File: src/rtl/adec_pkg.sv
package adec_pkg;

   // Target of the zero window, chosen by boot level and remap bit
   typedef enum logic [1:0] {
      ALIAS_ROM   = 2'd0,
      ALIAS_EXT0  = 2'd1,
      ALIAS_SRAM0 = 2'd2
   } alias_tgt_e;

   // Result of the second-level (bank 0) decode
   typedef enum logic [2:0] {
      IT_ROM   = 3'd0,
      IT_SRAM0 = 3'd1,
      IT_SRAM1 = 3'd2,
      IT_EXT0  = 3'd3,
      IT_ABORT = 3'd4
   } int_tgt_e;

endpackage

File: src/rtl/adec_remap_ctl.sv
module adec_remap_ctl
   import adec_pkg::*;
(
   input  logic       clk,
   input  logic       rst_n,
   input  logic       boot_pin,
   input  logic       wr_en,
   input  logic       wr_data,
   output alias_tgt_e alias_o
);

   logic remap_q;
   logic boot_q;

   // Remap bit: cleared by reset, written by software
   always_ff @(posedge clk or negedge rst_n) begin
      if (!rst_n)     remap_q <= 1'b0;
      else if (wr_en) remap_q <= wr_data;
   end

   // Boot level: follows the pin only while reset is held
   always_ff @(posedge clk) begin
      if (!rst_n) boot_q <= boot_pin;
   end

   always_comb begin
      if (remap_q)     alias_o = ALIAS_SRAM0;
      else if (boot_q) alias_o = ALIAS_ROM;
      else             alias_o = ALIAS_EXT0;
   end

endmodule

File: src/rtl/adec_bank_dec.sv
module adec_bank_dec #(
   parameter int BANK_W      = 4,
   parameter int EXT_N       = 8,
   parameter int PERIPH_BANK = 15
) (
   input  logic [BANK_W-1:0] bank_i,
   output logic              bank0_o,
   output logic [EXT_N-1:0]  ext_o,
   output logic              periph_o,
   output logic              unused_o
);

   localparam int NBANKS = 1 << BANK_W;

   logic [NBANKS-1:0] bank_hit;

   // One compare per bank
   for (genvar b = 0; b < NBANKS; b++) begin : g_hit
      assign bank_hit[b] = (bank_i == BANK_W'(b));
   end

   assign bank0_o  = bank_hit[0];
   assign periph_o = bank_hit[PERIPH_BANK];

   // Bank 0 never drives chip select 0 directly; only the alias does
   assign ext_o[0] = 1'b0;
   for (genvar c = 1; c < EXT_N; c++) begin : g_ext
      assign ext_o[c] = bank_hit[c];
   end

   // Banks that belong to nothing
   always_comb begin
      unused_o = 1'b1;
      for (int b = 0; b < EXT_N; b++) begin
         if (bank_hit[b]) unused_o = 1'b0;
      end
      if (bank_hit[PERIPH_BANK]) unused_o = 1'b0;
   end

endmodule

File: src/rtl/adec_int_dec.sv
module adec_int_dec
   import adec_pkg::*;
#(
   parameter int RIDX_W       = 8,
   parameter int OFF_W        = 20,
   parameter int ROM_BYTES    = 32768,
   parameter int SRAM_BYTES   = 4096,
   parameter int ROM_REGION   = 1,
   parameter int SRAM0_REGION = 2,
   parameter int SRAM1_REGION = 3
) (
   input  logic [RIDX_W-1:0] ridx_i,
   input  logic [OFF_W-1:0]  off_i,
   input  alias_tgt_e        alias_i,
   output int_tgt_e          tgt_o
);

   localparam int ROM_AW  = $clog2(ROM_BYTES);
   localparam int SRAM_AW = $clog2(SRAM_BYTES);

   logic rom_fit;
   logic sram_fit;

   // Offset fits the device when all bits above its size are zero
   if (ROM_AW < OFF_W) begin : g_rom_lim
      assign rom_fit = (off_i[OFF_W-1:ROM_AW] == '0);
   end else begin : g_rom_full
      assign rom_fit = 1'b1;
   end

   if (SRAM_AW < OFF_W) begin : g_sram_lim
      assign sram_fit = (off_i[OFF_W-1:SRAM_AW] == '0);
   end else begin : g_sram_full
      assign sram_fit = 1'b1;
   end

   always_comb begin
      tgt_o = IT_ABORT;
      if (ridx_i == '0) begin
         unique case (alias_i)
            ALIAS_ROM:   tgt_o = rom_fit  ? IT_ROM   : IT_ABORT;
            ALIAS_SRAM0: tgt_o = sram_fit ? IT_SRAM0 : IT_ABORT;
            default:     tgt_o = IT_EXT0;
         endcase
      end else if (ridx_i == RIDX_W'(ROM_REGION)) begin
         tgt_o = rom_fit ? IT_ROM : IT_ABORT;
      end else if (ridx_i == RIDX_W'(SRAM0_REGION)) begin
         tgt_o = sram_fit ? IT_SRAM0 : IT_ABORT;
      end else if (ridx_i == RIDX_W'(SRAM1_REGION)) begin
         tgt_o = sram_fit ? IT_SRAM1 : IT_ABORT;
      end
   end

endmodule

File: src/rtl/addr_bank_decoder.sv
module addr_bank_decoder
   import adec_pkg::*;
#(
   parameter int ADDR_W       = 32,
   parameter int BANK_W       = 4,
   parameter int OFF_W        = 20,
   parameter int EXT_N        = 8,
   parameter int PERIPH_BANK  = 15,
   parameter int ROM_BYTES    = 32768,
   parameter int SRAM_BYTES   = 4096,
   parameter int ROM_REGION   = 1,
   parameter int SRAM0_REGION = 2,
   parameter int SRAM1_REGION = 3
) (
   input  logic              clk,
   input  logic              rst_n,
   input  logic              boot_sel_i,
   input  logic              remap_we_i,
   input  logic              remap_wdata_i,
   input  logic              req_valid_i,
   input  logic [ADDR_W-1:0] req_addr_i,
   output logic              sel_rom_o,
   output logic [1:0]        sel_sram_o,
   output logic [EXT_N-1:0]  sel_ext_o,
   output logic              sel_periph_o,
   output logic              abort_o
);

   localparam int RIDX_W = ADDR_W - BANK_W - OFF_W;

   // Elaboration-time parameter checks
   if (RIDX_W < 2) begin : g_bad_split
      $error("addr_bank_decoder: address too narrow for bank and region split");
   end
   if (EXT_N < 2 || EXT_N > PERIPH_BANK) begin : g_bad_ext
      $error("addr_bank_decoder: EXT_N must lie in 2..PERIPH_BANK");
   end
   if (PERIPH_BANK >= (1 << BANK_W)) begin : g_bad_periph
      $error("addr_bank_decoder: PERIPH_BANK outside bank range");
   end
   if ($clog2(ROM_BYTES) > OFF_W || $clog2(SRAM_BYTES) > OFF_W) begin : g_bad_size
      $error("addr_bank_decoder: memory larger than one region");
   end
   if (ROM_REGION == 0 || SRAM0_REGION == 0 || SRAM1_REGION == 0 ||
       ROM_REGION == SRAM0_REGION || ROM_REGION == SRAM1_REGION ||
       SRAM0_REGION == SRAM1_REGION) begin : g_bad_region
      $error("addr_bank_decoder: fixed regions must be distinct and nonzero");
   end

   logic [BANK_W-1:0] bank;
   logic [RIDX_W-1:0] ridx;
   logic [OFF_W-1:0]  off;
   alias_tgt_e        alias_tgt;
   int_tgt_e          int_tgt;
   logic              bank0;
   logic [EXT_N-1:0]  ext_bank;
   logic              periph_hit;
   logic              unused_hit;

   assign bank = req_addr_i[ADDR_W-1 -: BANK_W];
   assign ridx = req_addr_i[OFF_W +: RIDX_W];
   assign off  = req_addr_i[OFF_W-1:0];

   adec_remap_ctl u_remap (
      .clk      (clk),
      .rst_n    (rst_n),
      .boot_pin (boot_sel_i),
      .wr_en    (remap_we_i),
      .wr_data  (remap_wdata_i),
      .alias_o  (alias_tgt)
   );

   adec_bank_dec #(
      .BANK_W      (BANK_W),
      .EXT_N       (EXT_N),
      .PERIPH_BANK (PERIPH_BANK)
   ) u_bank (
      .bank_i   (bank),
      .bank0_o  (bank0),
      .ext_o    (ext_bank),
      .periph_o (periph_hit),
      .unused_o (unused_hit)
   );

   adec_int_dec #(
      .RIDX_W       (RIDX_W),
      .OFF_W        (OFF_W),
      .ROM_BYTES    (ROM_BYTES),
      .SRAM_BYTES   (SRAM_BYTES),
      .ROM_REGION   (ROM_REGION),
      .SRAM0_REGION (SRAM0_REGION),
      .SRAM1_REGION (SRAM1_REGION)
   ) u_int (
      .ridx_i  (ridx),
      .off_i   (off),
      .alias_i (alias_tgt),
      .tgt_o   (int_tgt)
   );

   logic int_go;
   assign int_go = req_valid_i & bank0;

   always_comb begin
      sel_rom_o     = int_go & (int_tgt == IT_ROM);
      sel_sram_o[0] = int_go & (int_tgt == IT_SRAM0);
      sel_sram_o[1] = int_go & (int_tgt == IT_SRAM1);
      sel_ext_o     = req_valid_i ? ext_bank : '0;
      sel_ext_o[0]  = int_go & (int_tgt == IT_EXT0);
      sel_periph_o  = req_valid_i & periph_hit;
      abort_o       = req_valid_i & (unused_hit | (bank0 & (int_tgt == IT_ABORT)));
   end

endmodule

File: config.mk
export PLATFORM = sky130hd
export DESIGN_NAME = addr_bank_decoder
export DESIGN_NICKNAME = d
export VERILOG_FILES = /design/src/rtl/adec_pkg.sv /design/src/rtl/adec_remap_ctl.sv /design/src/rtl/adec_bank_dec.sv /design/src/rtl/adec_int_dec.sv /design/src/rtl/addr_bank_decoder.sv
export SDC_FILE = /design/constraint.sdc
export NUM_CORES = 1
export LEC_CHECK = 0
export CAP_MARGIN = 20
export CORE_MARGIN = 3
export CORE_UTILIZATION = 19
export CTS_BUF_LIST = sky130_fd_sc_hd__clkbuf_8
export CTS_CLUSTER_DIAMETER = 80
export DETAILED_ROUTE_END_ITERATION = 10
export PLACE_DENSITY_LB_ADDON = 0.08
export SKIP_LAST_GASP = 1
export SYNTH_ARGS = -nofsm -noshare
export SYNTH_HDL_FRONTEND = slang
export SYNTH_SLANG_ARGS = --single-unit
File: constraint.sdc
create_clock -name clk -period 1.7 [get_ports clk]
set_clock_uncertainty 0.05 [all_clocks]
set_input_delay 0.34 -clock clk [delete_from_list [all_inputs] [get_ports clk]]
set_output_delay 0.34 -clock clk [all_outputs]
set_load 0.02 [all_outputs]
Word level (Yosys, flattened, before mapping)
Cells that the tools add are included.
W data, S select, Z words.
- reduce and logical (&&, ||, !) cells: 6
- equal/unequal tests: 16
- bitwise logic cells: 9
- muxes and demuxes: 20
- operators by type and width (kind ; number):
    $mux W3 ; 7
    $eq A4 B3 Y1 const B ; 4
    $eq A8 B2 Y1 const B ; 2
    $logic_not A8 Y1 ; 2
    $mux W1 ; 10
    $and A1 B1 Y1 ; 8
    $eq A4 B2 Y1 const B ; 2
    $eq A8 B1 Y1 const B ; 1
    $mux W8 ; 1
    $eq A3 B2 Y1 const B ; 2
    $pmux W3 S2 ; 1
    $logic_not A5 Y1 ; 1
    $eq A4 B1 Y1 const B ; 1
    $eq A4 B4 Y1 const B ; 1
    $logic_not A4 Y1 ; 1
    $eq A3 B1 Y1 const B ; 1
    $eq A3 B3 Y1 const B ; 1
    $logic_not A3 Y1 ; 1
    $eq A2 B2 Y1 const B ; 1
    $logic_not A2 Y1 ; 1
    $mux W2 ; 1
    $or A1 B1 Y1 ; 1
- register bits after elaboration: 2
- logic and storage cells: 53
- output and inout bits: 13

Logic depth before layout (Yosys ltp)
- depth in word-level cells: 12
- gate-level depth with buffers: 5

By module
From an unflattened synthesis, not the netlist that was laid out.
- cell total of the unflattened synthesis: 58
- area, all modules: 411.6 µm²
- modules (own cells, without submodules) (module ; area each (µm²) ; instances ; cells an instance ; seq. area each (µm²)):
    addr_bank_decoder ; 116.4 ; 1 ; 17 ; 0.0
    adec_int_dec ; 113.9 ; 1 ; 17 ; 0.0
    adec_bank_dec ; 96.3 ; 1 ; 18 ; 0.0
    adec_remap_ctl ; 85.1 ; 1 ; 6 ; 55.1

Worst setup path after synthesis
No wires, ideal clock.
- path type: input port to output port
- start point: in req_addr_i[17]
- end point: out sel_ext_o[0]
- data required time: 1310 ps
- arrival: 1656 ps
- setup slack: -346 ps
- stages on the path: 5
- path through: or4_4 -> nor2_4 -> nand4_1 -> a21bo_1 -> a211oi_2
- word-level cells in the longest chain between the ends: 8
- RTL lines (item ; line ; source):
    start, declared ; addr_bank_decoder.sv:21 ; input logic [ADDR_W-1:0] req_addr_i,
    $logic_not A8 Y1 ; adec_int_dec.sv:32 ; assign sram_fit = (off_i[OFF_W-1:SRAM_AW] == '0);
    $mux W3 ; adec_int_dec.sv:50 ; tgt_o = sram_fit ? IT_SRAM1 : IT_ABORT;
    $mux W3 ; adec_int_dec.sv:49 ; end else if (ridx_i == RIDX_W'(SRAM1_REGION)) begin
    $mux W3 ; adec_int_dec.sv:47 ; end else if (ridx_i == RIDX_W'(SRAM0_REGION)) begin
    $mux W3 ; adec_int_dec.sv:45 ; end else if (ridx_i == RIDX_W'(ROM_REGION)) begin
    $mux W3 * ; adec_int_dec.sv:39 ; if (ridx_i == '0) begin
    $eq A3 B2 Y1 * ; addr_bank_decoder.sv:108 ; sel_ext_o[0] = int_go & (int_tgt == IT_EXT0);
    $and A1 B1 Y1 * ; addr_bank_decoder.sv:108 ;
    end, declared ; addr_bank_decoder.sv:24 ; output logic [EXT_N-1:0] sel_ext_o,
Every way passes the cells marked *; elsewhere a longest branch is shown, timed or not.

Worst setup path after layout
- start point: in req_addr_i[18]
- end point: out sel_ext_o[0]
Same word-level chain as after synthesis.

==> qor.yml <==
run_status:
  status: "finished, violations left"
  violations: "negative setup slack"
cells_and_area:
  area_growth_pct: 213.2
  diodes: 0
  finalNonFillerCells: 121
  drive_gt1_frac: 0.5566
  finalNetCount: 145
  nFillCells: 130
  final_core_util: 0.6780
synthesis:
  syn_inst: 47
  synth_compound_area_frac: 0.2107
  synth_cell_types: 22
  synth_fa_ha_area_frac: 0
  synth_top_family_by_area: "simple AND/OR/NAND/NOR gates"
  avgSynthCellArea_um2: 6.442
  yosys-mux-area-fraction: 0.03719
  synthXorXnorAreaFrac: 0
  synth_seq_area_share: 0.1818
  synth-simple-area-share: 0.5207
  ys_warn_count: 0
  synth-seq-cells: 2
  synth_nets: 85
  syn-cell-area_um2: 302.8
power_and_ir_drop:
  power.share.switching: 0.2610
  combPwrFrac: 0.352
  p_switching_mw: 0.1017
  p_leak_nw: 0.4050
  seqPwrFrac: 0.149
  power_density_nw_per_um2: 410.7
  p_int_mw: 0.2879
  power_mw: 0.3896
  peakVddDrop_uv: 550.8
  power_frac_clock: 0.499
floorplanning:
  die_x_um: 45.92
  io_pins: 51
  die_area_um2: 2109
  die_h_um: 45.92
  start_util: 0.2165
  core-area_um2: 1399
  rows: 13
clock_tree:
  clockBufferDepth: 2
  cts.sink_count: 2
  clk_pin_slew_ns: 0.03
  cts_max_level: 1
  cts_inserted_buffers: 3
  clock_latency_ns: 0.21
  clockRootBuffer: "clkbuf_8"
  cts_hold_buf: 0
  cts_tree: "built"
worst_setup_path:
  arrival_ns: 1.73
  worstPathRequired_ns: 1.31
  path_class: "input pin to primary output"
  endpoint_kind: "primary output"
  crit_path_start_kind: "input pin"
  worstPathMaxFanout: 3
placed_design:
  place_inst: 112
  gp_congestion: 0.8311
  pre_cts_ws_ns: -1.205
  io_buffers: 38
  dp_hpwl_um: 1084
sta:
  drv_slew: 0
  worst_pin_slew_ns: 0.2411
  fin_crit_sh: 1.249
  hold_viol_final: 0
  fin_crit_ns: 2.124
  finalSetupTns_ns: -1.795
  relSlewSlack: 0.8378
  setup_viol: 5
  rsz0062_at_grt: "true"
  postLayoutSetupSlackWorst_ns: -0.4237
  max_freq_ghz: 0.4709
global_routing:
  grt_usage: 0.1399
  grt_start_max_net_pins: 7
  grt_pass1_vias: 544
  antenna_found_initial: 0
  grt_pass1_wl_um: 2214
  overflow: 0
min_path:
  hold_path.class: "input pin to asynchronous set/reset pin"
routing:
  drc: 0
  vias_per_cell: 4.711
  wire_per_inst_um: 11.57
  num_vias: 570
  antenna_left: 0
  finalWirelength_um: 1400
  drt_iter0_drc: 10
  drt-pass1-iter-count: 4
run:
  cap_violations: 0
synthesized netlist by cell type (all sizes together):
cell type | count | area [um2]
inv | 4 | 15.01
nand2 | 8 | 30.03
a21oi | 3 | 15.01
a211oi | 1 | 12.51
o2111ai | 1 | 8.760
nand3 | 1 | 5.000
edfxtp | 1 | 30.03
or3 | 1 | 6.260
nor3 | 5 | 30.03
nand4 | 1 | 6.260
dfrtp | 1 | 25.02
o21ai | 2 | 10.00
mux2 | 1 | 11.26
a21bo | 1 | 10.01
o211ai | 1 | 7.510
nor2 | 11 | 48.80
nor4 | 2 | 12.51
or4 | 2 | 18.77
stage by stage:
step                instance area, um2  hold WS, ns
detailed placement               817.0       0.4558
global route                     948.4       0.2447
CTS                              934.6       0.2404
finish                           948.4       0.2415
global placement                 817.0       0.4590
floorplan                        327.8    -0.005591
cell type report:
type / count / area, um2 / area share
timing repair buffer: 55 / 475.5 / 0.5013
multi-input combinational: 41 / 339.1 / 0.3575
sequential: 2 / 55.05 / 0.05805
clock buffer: 3 / 41.29 / 0.04354
tap: 15 / 18.77 / 0.01979
inverter: 4 / 15.01 / 0.01583
clock inverter: 1 / 3.754 / 0.003958
sequential cells by signal, summed over array words and instances (netlist names):
name,cells
u_remap.boot_q,1
u_remap.remap_q,1
what timing repair did:
action	4_1_cts	5_1_grt
endpoints found under the setup margin	13	10
pin swaps	16	10
resized for setup	104	11
buffers inserted	4	1
kinds of logic after synthesis:
logic type / after synthesis
simple gates: 31
compound gates: 9
buf+inv: 4
flops: 2
mux: 1
cell usage in the layout, fill, tap and decap left out, types with 2 or more instances in the layout:
master | synthesis | routed
a21oi_2 | 0 | 2
buf_2 | 0 | 7
buf_4 | 0 | 13
buf_6 | 0 | 11
clkbuf_2 | 0 | 2
clkbuf_8 | 0 | 3
clkdlybuf4s15_1 | 0 | 3
clkdlybuf4s50_1 | 0 | 10
dlygate4sd2_1 | 0 | 9
inv_1 | 4 | 4
nand2_1 | 8 | 5
nand2_2 | 0 | 2
nor2_1 | 10 | 6
nor2_2 | 0 | 2
nor2_4 | 1 | 3
nor3_1 | 4 | 2
nor3_4 | 0 | 2
or4_4 | 1 | 2
worst paths after layout:
path / start / endpoint / slack (ns) / cells past startpoint
min in group clk: u_remap.remap_q / u_remap.remap_q / 0.60 / 2
worst min-delay path: rst_n / u_remap.remap_q / 0.24 / 1
worst max-delay path: req_addr_i[18] / sel_ext_o[0] / -0.42 / 7
max in group asynchronous: rst_n / u_remap.remap_q / 1.25 / 1
worst max register to register: u_remap.remap_q / u_remap.remap_q / 0.75 / 2
worst min register to register: u_remap.remap_q / u_remap.remap_q / 0.60 / 2
power by group through the flow:
stage	sequential [mW]	combinational [mW]	clock, mW
after floorplan	0.0587	0.0309	0
after global placement	0.0578	0.132	0
after detailed placement	0.0582	0.133	0
after CTS	0.0580	0.133	0.198
after global routing	0.0584	0.147	0.207
final	0.0579	0.137	0.195
critical path, stage by stage:
cell and delay [ns]:
buf_6 0.09, or4_4 0.53, nor2_4 0.11, buf_6 0.11, o2111ai_4 0.14, a211oi_4 0.27, buf_6 0.14
per-layer routing:
| metal | vias up | GRT usage | part of all wire |
|---|---|---|---|
| met5 | - | 0 | 0 |
| met4 | 0 | 0.03409 | 0.0093 |
| met3 | 2 | 0.04348 | 0.12 |
| met2 | 30 | 0.2363 | 0.47 |
| met1 | 250 | 0.1698 | 0.40 |
| li1 | 288 | - | - |
Power figures use the tool's default switching activity.
